**config.mk**
```make
export PLATFORM = sky130hd
export DESIGN_NAME = link_req_decoder
export DESIGN_NICKNAME = d
export VERILOG_FILES = /design/src/rtl/lreq_pkg.sv /design/src/rtl/lreq_deframer.sv /design/src/rtl/lreq_rdq.sv /design/src/rtl/lreq_pending.sv /design/src/rtl/link_req_decoder.sv
export SDC_FILE = /design/constraint.sdc
export NUM_CORES = 1
export LEC_CHECK = 0
export BUFFER_PORTS_ARGS = -buffer_cell sky130_fd_sc_hd__buf_2
export CAP_MARGIN = 20
export CORE_MARGIN = 2
export CORE_UTILIZATION = 60
export DETAILED_ROUTE_END_ITERATION = 10
export PLACE_DENSITY = 0.9
export SLEW_MARGIN = 25
export SYNTH_ARGS = -nofsm -noshare
export SYNTH_HDL_FRONTEND = slang
export SYNTH_SLANG_ARGS = --single-unit
```
**constraint.sdc**
```tcl
create_clock -name clk -period 3.4 [get_ports clk]
set_clock_uncertainty 0.1 [all_clocks]
set_input_delay 0.17 -clock clk [delete_from_list [all_inputs] [get_ports clk]]
set_output_delay 0.17 -clock clk [all_outputs]
set_load 0.02 [all_outputs]
```
**src/rtl/lreq_pkg.sv**
```systemverilog
package lreq_pkg;
  typedef enum logic [2:0] {
    RC_IMM   = 3'b000,
    RC_ISO   = 3'b001,
    RC_PRI   = 3'b010,
    RC_FAIR  = 3'b011,
    RC_READ  = 3'b100,
    RC_WRITE = 3'b101
  } req_code_e;

  localparam int TYPE_BITS  = 3;
  localparam int SPEED_BITS = 2;

  typedef enum logic [1:0] {
    BK_IMM  = 2'b00,
    BK_ISO  = 2'b01,
    BK_PRI  = 2'b10,
    BK_FAIR = 2'b11
  } bus_kind_e;
endpackage

```
**src/rtl/lreq_deframer.sv**
```systemverilog
module lreq_deframer #(
  parameter int ADDR_W = 4,
  parameter int DATA_W = 8
) (
  input  logic              clk,
  input  logic              rst_n,
  input  logic              req_in,
  input  logic              rx_active,
  output logic              wr_pulse,
  output logic              rd_pulse,
  output logic              bus_pulse,
  output logic              illegal_pulse,
  output logic [1:0]        f_kind,
  output logic [1:0]        f_speed,
  output logic [ADDR_W-1:0] f_addr,
  output logic [DATA_W-1:0] f_data,
  output logic              f_rx_hit
);
  import lreq_pkg::*;

  localparam int BUS_LAST   = 1 + TYPE_BITS + SPEED_BITS;
  localparam int READ_LAST  = 1 + TYPE_BITS + ADDR_W;
  localparam int WRITE_LAST = READ_LAST + DATA_W;
  localparam int SR_W       = WRITE_LAST - 1;
  localparam int CNT_W      = $clog2(WRITE_LAST + 1);

  logic             busy;
  logic [CNT_W-1:0] cnt;
  logic [SR_W-1:0]  sr;
  logic [2:0]       code_q;
  logic             rx_hit;
  logic [CNT_W-1:0] last_idx;
  logic             at_stop;

  always_comb begin
    case (code_q)
      RC_READ:  last_idx = CNT_W'(READ_LAST);
      RC_WRITE: last_idx = CNT_W'(WRITE_LAST);
      default:  last_idx = CNT_W'(BUS_LAST);
    endcase
  end

  assign at_stop = busy && (cnt > CNT_W'(TYPE_BITS)) && (cnt == last_idx);

  always_ff @(posedge clk or negedge rst_n) begin
    if (!rst_n) begin
      busy <= 1'b0; cnt <= '0; sr <= '0; code_q <= '0; rx_hit <= 1'b0;
      wr_pulse <= 1'b0; rd_pulse <= 1'b0; bus_pulse <= 1'b0; illegal_pulse <= 1'b0;
      f_kind <= '0; f_speed <= '0; f_addr <= '0; f_data <= '0; f_rx_hit <= 1'b0;
    end else begin
      wr_pulse <= 1'b0; rd_pulse <= 1'b0; bus_pulse <= 1'b0; illegal_pulse <= 1'b0;
      if (!busy) begin
        if (req_in) begin
          busy   <= 1'b1;
          cnt    <= CNT_W'(1);
          sr     <= '0;
          rx_hit <= rx_active;
        end
      end else if (at_stop) begin
        busy     <= 1'b0;
        f_rx_hit <= rx_hit | rx_active;
        if (req_in || code_q[2:1] == 2'b11) begin
          illegal_pulse <= 1'b1;
        end else begin
          case (code_q)
            RC_READ: begin
              rd_pulse <= 1'b1;
              f_addr   <= sr[ADDR_W-1:0];
            end
            RC_WRITE: begin
              wr_pulse <= 1'b1;
              f_addr   <= sr[DATA_W +: ADDR_W];
              f_data   <= sr[DATA_W-1:0];
            end
            default: begin
              bus_pulse <= 1'b1;
              f_kind    <= code_q[1:0];
              f_speed   <= sr[SPEED_BITS-1:0];
            end
          endcase
        end
      end else begin
        rx_hit <= rx_hit | rx_active;
        sr     <= {sr[SR_W-2:0], req_in};
        cnt    <= cnt + CNT_W'(1);
        if (cnt == CNT_W'(TYPE_BITS)) code_q <= {sr[1:0], req_in};
      end
    end
  end

  assert_pulses_exclusive_R1: assert property (@(posedge clk) disable iff (!rst_n)
    $onehot0({wr_pulse, rd_pulse, bus_pulse, illegal_pulse}));
  assert_write_single_R2: assert property (@(posedge clk) disable iff (!rst_n)
    wr_pulse |=> !wr_pulse);
  assert_illegal_single_R11: assert property (@(posedge clk) disable iff (!rst_n)
    illegal_pulse |=> !illegal_pulse);
endmodule

```
**src/rtl/lreq_rdq.sv**
```systemverilog
module lreq_rdq #(
  parameter int DEPTH = 4,
  parameter int W     = 4
) (
  input  logic         clk,
  input  logic         rst_n,
  input  logic         push,
  input  logic [W-1:0] push_data,
  output logic         out_valid,
  input  logic         out_ready,
  output logic [W-1:0] out_data
);
  localparam int PTR_W = (DEPTH > 1) ? $clog2(DEPTH) : 1;
  localparam int CNT_W = $clog2(DEPTH + 1);

  logic [W-1:0]     mem [DEPTH];
  logic [PTR_W-1:0] wp, rp;
  logic [CNT_W-1:0] count;
  logic             do_push, do_pop;

  assign out_valid = (count != '0);
  assign out_data  = mem[rp];
  assign do_pop    = out_valid && out_ready;
  assign do_push   = push && (count != CNT_W'(DEPTH));

  function automatic logic [PTR_W-1:0] nxt(input logic [PTR_W-1:0] p);
    return (p == PTR_W'(DEPTH - 1)) ? '0 : p + PTR_W'(1);
  endfunction

  for (genvar g = 0; g < DEPTH; g++) begin : g_slot
    always_ff @(posedge clk or negedge rst_n) begin
      if (!rst_n) mem[g] <= '0;
      else if (do_push && wp == PTR_W'(g)) mem[g] <= push_data;
    end
  end

  always_ff @(posedge clk or negedge rst_n) begin
    if (!rst_n) begin
      wp <= '0; rp <= '0; count <= '0;
    end else begin
      if (do_push) wp <= nxt(wp);
      if (do_pop)  rp <= nxt(rp);
      count <= count + CNT_W'(do_push) - CNT_W'(do_pop);
    end
  end

  assert_no_overflow_R3: assert property (@(posedge clk) disable iff (!rst_n)
    count <= CNT_W'(DEPTH));
  assert_hold_backpressure_R3: assert property (@(posedge clk) disable iff (!rst_n)
    out_valid && !out_ready |=> out_valid && $stable(out_data));
endmodule

```
**src/rtl/lreq_pending.sv**
```systemverilog
module lreq_pending #(
  parameter int ISO_IDLE_CYCLES = 4
) (
  input  logic       clk,
  input  logic       rst_n,
  input  logic       load,
  input  logic [1:0] kind,
  input  logic [1:0] speed,
  input  logic       rx_hit,
  input  logic       bus_won,
  input  logic       bus_lost,
  input  logic       seized_idle,
  output logic       pend_valid,
  output logic [1:0] pend_type,
  output logic [1:0] pend_speed
);
  import lreq_pkg::*;

  localparam int TMO_W = $clog2(ISO_IDLE_CYCLES + 1);

  logic [TMO_W-1:0] tcnt;
  logic             is_iso, tmo_hit, drop_rx, accept, clear;

  assign is_iso  = (pend_type == BK_ISO);
  assign tmo_hit = pend_valid && is_iso && seized_idle && (tcnt == TMO_W'(ISO_IDLE_CYCLES - 1));
  assign drop_rx = rx_hit && (kind == BK_PRI || kind == BK_FAIR);
  assign accept  = load && !pend_valid && !drop_rx;
  assign clear   = pend_valid && (bus_won || (bus_lost && !is_iso) || tmo_hit);

  always_ff @(posedge clk or negedge rst_n) begin
    if (!rst_n) begin
      pend_valid <= 1'b0; pend_type <= '0; pend_speed <= '0; tcnt <= '0;
    end else begin
      if (clear) begin
        pend_valid <= 1'b0;
      end else if (accept) begin
        pend_valid <= 1'b1;
        pend_type  <= kind;
        pend_speed <= speed;
      end
      if (pend_valid && is_iso && seized_idle && !tmo_hit) tcnt <= tcnt + TMO_W'(1);
      else tcnt <= '0;
    end
  end

  assert_slot_kept_R5: assert property (@(posedge clk) disable iff (!rst_n)
    pend_valid && !bus_won && !(bus_lost && !is_iso) && !tmo_hit
      |=> pend_valid && $stable(pend_type) && $stable(pend_speed));
  assert_won_clears_R7: assert property (@(posedge clk) disable iff (!rst_n)
    bus_won |=> !pend_valid);
  assert_lost_keeps_iso_R8: assert property (@(posedge clk) disable iff (!rst_n)
    pend_valid && is_iso && bus_lost && !bus_won && !tmo_hit |=> pend_valid);
endmodule

```
**src/rtl/link_req_decoder.sv**
```systemverilog
module link_req_decoder #(
  parameter int ADDR_W          = 4,
  parameter int DATA_W          = 8,
  parameter int RDQ_DEPTH       = 4,
  parameter int ISO_IDLE_CYCLES = 4
) (
  input  logic              clk,
  input  logic              rst_n,
  input  logic              req_in,
  input  logic              rx_active,
  input  logic              bus_won,
  input  logic              bus_lost,
  input  logic              seized_idle,
  output logic              pend_valid,
  output logic [1:0]        pend_type,
  output logic [1:0]        pend_speed,
  output logic              wr_strobe,
  output logic [ADDR_W-1:0] wr_addr,
  output logic [DATA_W-1:0] wr_data,
  output logic              rd_valid,
  input  logic              rd_ready,
  output logic [ADDR_W-1:0] rd_addr,
  output logic              illegal_req
);
  logic              rd_pulse, bus_pulse, rx_hit;
  logic [1:0]        kind, speed;
  logic [ADDR_W-1:0] f_addr;

  lreq_deframer #(.ADDR_W(ADDR_W), .DATA_W(DATA_W)) u_deframer (
    .clk(clk), .rst_n(rst_n), .req_in(req_in), .rx_active(rx_active),
    .wr_pulse(wr_strobe), .rd_pulse(rd_pulse), .bus_pulse(bus_pulse),
    .illegal_pulse(illegal_req), .f_kind(kind), .f_speed(speed),
    .f_addr(f_addr), .f_data(wr_data), .f_rx_hit(rx_hit)
  );

  assign wr_addr = f_addr;

  lreq_rdq #(.DEPTH(RDQ_DEPTH), .W(ADDR_W)) u_rdq (
    .clk(clk), .rst_n(rst_n), .push(rd_pulse), .push_data(f_addr),
    .out_valid(rd_valid), .out_ready(rd_ready), .out_data(rd_addr)
  );

  lreq_pending #(.ISO_IDLE_CYCLES(ISO_IDLE_CYCLES)) u_pending (
    .clk(clk), .rst_n(rst_n), .load(bus_pulse), .kind(kind), .speed(speed),
    .rx_hit(rx_hit), .bus_won(bus_won), .bus_lost(bus_lost),
    .seized_idle(seized_idle), .pend_valid(pend_valid),
    .pend_type(pend_type), .pend_speed(pend_speed)
  );
endmodule

```
==> reports/summary.txt <==
Run status - finished clean
ANT cells - 0
GR Util All Layers - 22.4%
CTS tree - yes
Io pins - 32
Initial DRC count - 143
Hold path startpoint - bus_won
Final setup viols - 0
Share of cells above drive strength 1 - 34.1%
Crit. End Element - register
Area growth from synthesis to layout - 11.6%
Cts bufs inserted - 9
R2r setup slk - 900 ps
CP Cell Sequence - ha_1 > o21a_1 > o32a_2 > or4_1 > mux2_4
# placed instances - 348
Ys Warns - 0
Cell variety after synth - 45
HPWL after DPL - 4170 um
Largest area contributor in the netlist - dfrtp_1
Final worst-path cycle share - 73.4%
DRT Wirelength - 6080 um
Post-synthesis sequential area ratio - 55.1%
Crit path launch - u_deframer.cnt[1]
Crit Reg-Reg Startpoint - u_deframer.cnt[1]
DR vias - 2116
GPL Wtd Cong - 0.906
Slew headroom - 39.2%
Vias/cell - 5.85
CP max stage cell - or4_1
Post-Place Worst Slack - 944 ps
Multi-input logic area - 1410 um2
Clk buf depth - 2
Max Clk Rate - 401 MHz
Layout Utilization - 68.6%
Fill count - 415
Asr flop ratio synth - 100%
Post-Syn Instances - 251
Ranking of synthesized cells by area - dfrtp_1 55%, mux2_2 10%, mux2_4 5.4%
RSZ-0062 raised after global routing - false
Reg2Reg Depth - 5
Port Buffer Count - 31
Post-synthesis cell area - 3360 um2
CTS Sinks - 74
Pwr dens - 791 nW/um2
CORE AREA - 5470 um2
Worst hold path endpoint - u_pending.pend_valid
Worst hold-check path type - in2reg
CP required - 3520 ps
LEAKAGE - 0.00188 uW
Mapped Nets - 270
WL/cell - 16.8 um
Iteration count of the initial detailed-routing pass - 4
Clk_lat worst skew - 340 ps
Drt drc - 0
Max Cap Viol - 0
Most used flip-flop cell after synthesis - dfrtp_1
WP data arrival - 2620 ps
Reg area - 1850 um2
Num rows - 27
Detail Route Antenna Nets - 0
First-pass GRT wire length - 10700 um
Die area - 6220 um2
Antenna violations before repair - 0
Number of flops mapped to enable cells by yosys - 0
Syn Area/Cell - 13.4 um2
Worst Tran Pin Value - 912 ps
Largest net degree at the start of global routing - 75
Clock transition at path regs - 70 ps
Die Wd - 78.9 um
Clock Tree Root - clkbuf_8
Die Height - 78.9 um
Max incr delay on CP - 560 ps
Depth of the CTS H-tree - 3
GR Overflow Total - 0
Worst hold path cell count - 3
CP Class - reg2reg
Final Max Tran Viols - 0
CP startpoint kind - register
Non-filler cells, final - 362
Setup Buffers After CTS - 0
Final hold vios - 0
Share of the synthesized area in the top cell type - 55.1%
Minimum clock period - 2500 ps
Vias in the first global route - 2307
Critical path fanouts, max - 8
Capturing point of the worst reg2reg path - u_deframer.f_addr[0]
Setup_tns - 0 ps
Post-route setup slack - 904 ps
Final net count - 307
Yosys reg bits - 74
Initial core utilization - 61.5%
Worst IR Drop VDD - 0.524 mV
critical path, delay by kind of cell, from the launching register on:
kind,cells,cell delay [ps]
multiplexers,1,350
AND/OR/NAND/NOR,1,560
AO/OA/AOI/OAI,2,670
flip-flops,1,440
adder cells (fa/ha/maj),1,280
Yosys cell counts (2+ instances only):
library cell / instances
a21o_1: 2
nand2_1: 11
mux2_2: 31
buf_2: 4
mux2_4: 12
nor2_1: 14
a22o_1: 13
mux2i_1: 2
a31oi_1: 2
clkbuf_1: 3
o21ai_0: 6
xnor2_1: 2
nand2b_1: 4
nand3_1: 4
xor2_1: 2
mux4_2: 4
ha_1: 10
nor3_1: 4
inv_1: 15
dfrtp_1: 74
a21oi_1: 8
worst max path at each step:
| stage | slack (ps) | end |
|---|---|---|
| floorplan | 1000 | u_rdq.count[2] |
| global placement | 1020 | u_deframer.f_addr[3] |
| detailed placement | 940 | u_deframer.f_addr[0] |
| CTS | 930 | u_deframer.f_addr[0] |
| global route | 860 | u_deframer.f_data[5] |
| finish | 900 | u_deframer.f_addr[0] |
kinds of logic (layout without fill, tap and decap cells):
logic type	after synthesis	in the layout	synth area share, %
flops	74	74	55.1
mux	49	49	19.0
simple gates	48	48	7.85
compound gates	40	40	9.15
buf+inv	24	63	3.09
fa+ha+maj	11	11	4.32
xor+xnor	5	5	1.53
per-stage QoR:
| stage | instance area [um2] | power [uW] | hold WS [ps] |
|---|---|---|---|
| 2_1_floorplan | 3360 | 2110 | -226 |
| 3_3_place_gp | 3580 | 2330 | 321 |
| 3_5_place_dp | 3580 | 2400 | 331 |
| 4_1_cts | 3750 | 2980 | 3.57 |
| 5_1_grt | 3750 | 3150 | 59.6 |
| 6_report | 3750 | 2970 | 18.6 |
registers in the layout (all words and copies together), names as in the netlist, 2 cells and up:
name                  count
u_deframer.cnt            5
u_deframer.f_addr         4
u_pending.pend_type       2
u_deframer.f_data         8
u_pending.tcnt            3
u_deframer.code_q         3
u_rdq.mem                16
u_rdq.count               3
u_deframer.sr            12
u_deframer.f_speed        2
u_rdq.wp                  2
u_deframer.f_kind         2
u_rdq.rp                  2
u_pending.pend_speed      2
placed cells by master, fill, tap and decap left out, drive strengths merged, types with 4 or more instances in the layout:
| cell type | Yosys | final |
|---|---|---|
| nand3 | 4 | 4 |
| nor3 | 4 | 4 |
| buf | 5 | 34 |
| ha | 10 | 10 |
| inv | 15 | 15 |
| nand2b | 5 | 5 |
| clkbuf | 4 | 13 |
| dfrtp | 74 | 74 |
| o21ai | 6 | 6 |
| a22o | 13 | 13 |
| nor2 | 14 | 14 |
| nand2 | 11 | 11 |
| mux4 | 4 | 4 |
| a21oi | 8 | 8 |
| mux2 | 43 | 43 |
power breakdown:
group / total, uW / leakage, uW / internal (uW) / switching (uW)
combinational: 997 / 0.000828 / 479 / 518
sequential: 1400 / 0.000973 / 1110 / 285
clock: 573 / 0.0000815 / 293 / 279
total: 2970 / 0.00188 / 1890 / 1080
final cells by class:
class / instances / area share [%]
flip-flops and latches: 74 / 49.3
multi-input cells: 153 / 37.5
repair buffers: 35 / 5.00
clock buffers: 13 / 4.23
inverters: 15 / 1.50
well taps: 72 / 2.40
metal layers:
layer | global-route usage (%) | share of wire (%)
met5 | 0 | 0
met4 | 12.4 | 2.0
met3 | 4.09 | 5.1
met2 | 37.5 | 50
met1 | 27.8 | 43
what timing repair did:
item,in CTS,in global routing
gates resized for setup,0,0
endpoints found under the hold margin,74,0
hold buffers,1,0
Power figures use the tool's default switching activity.
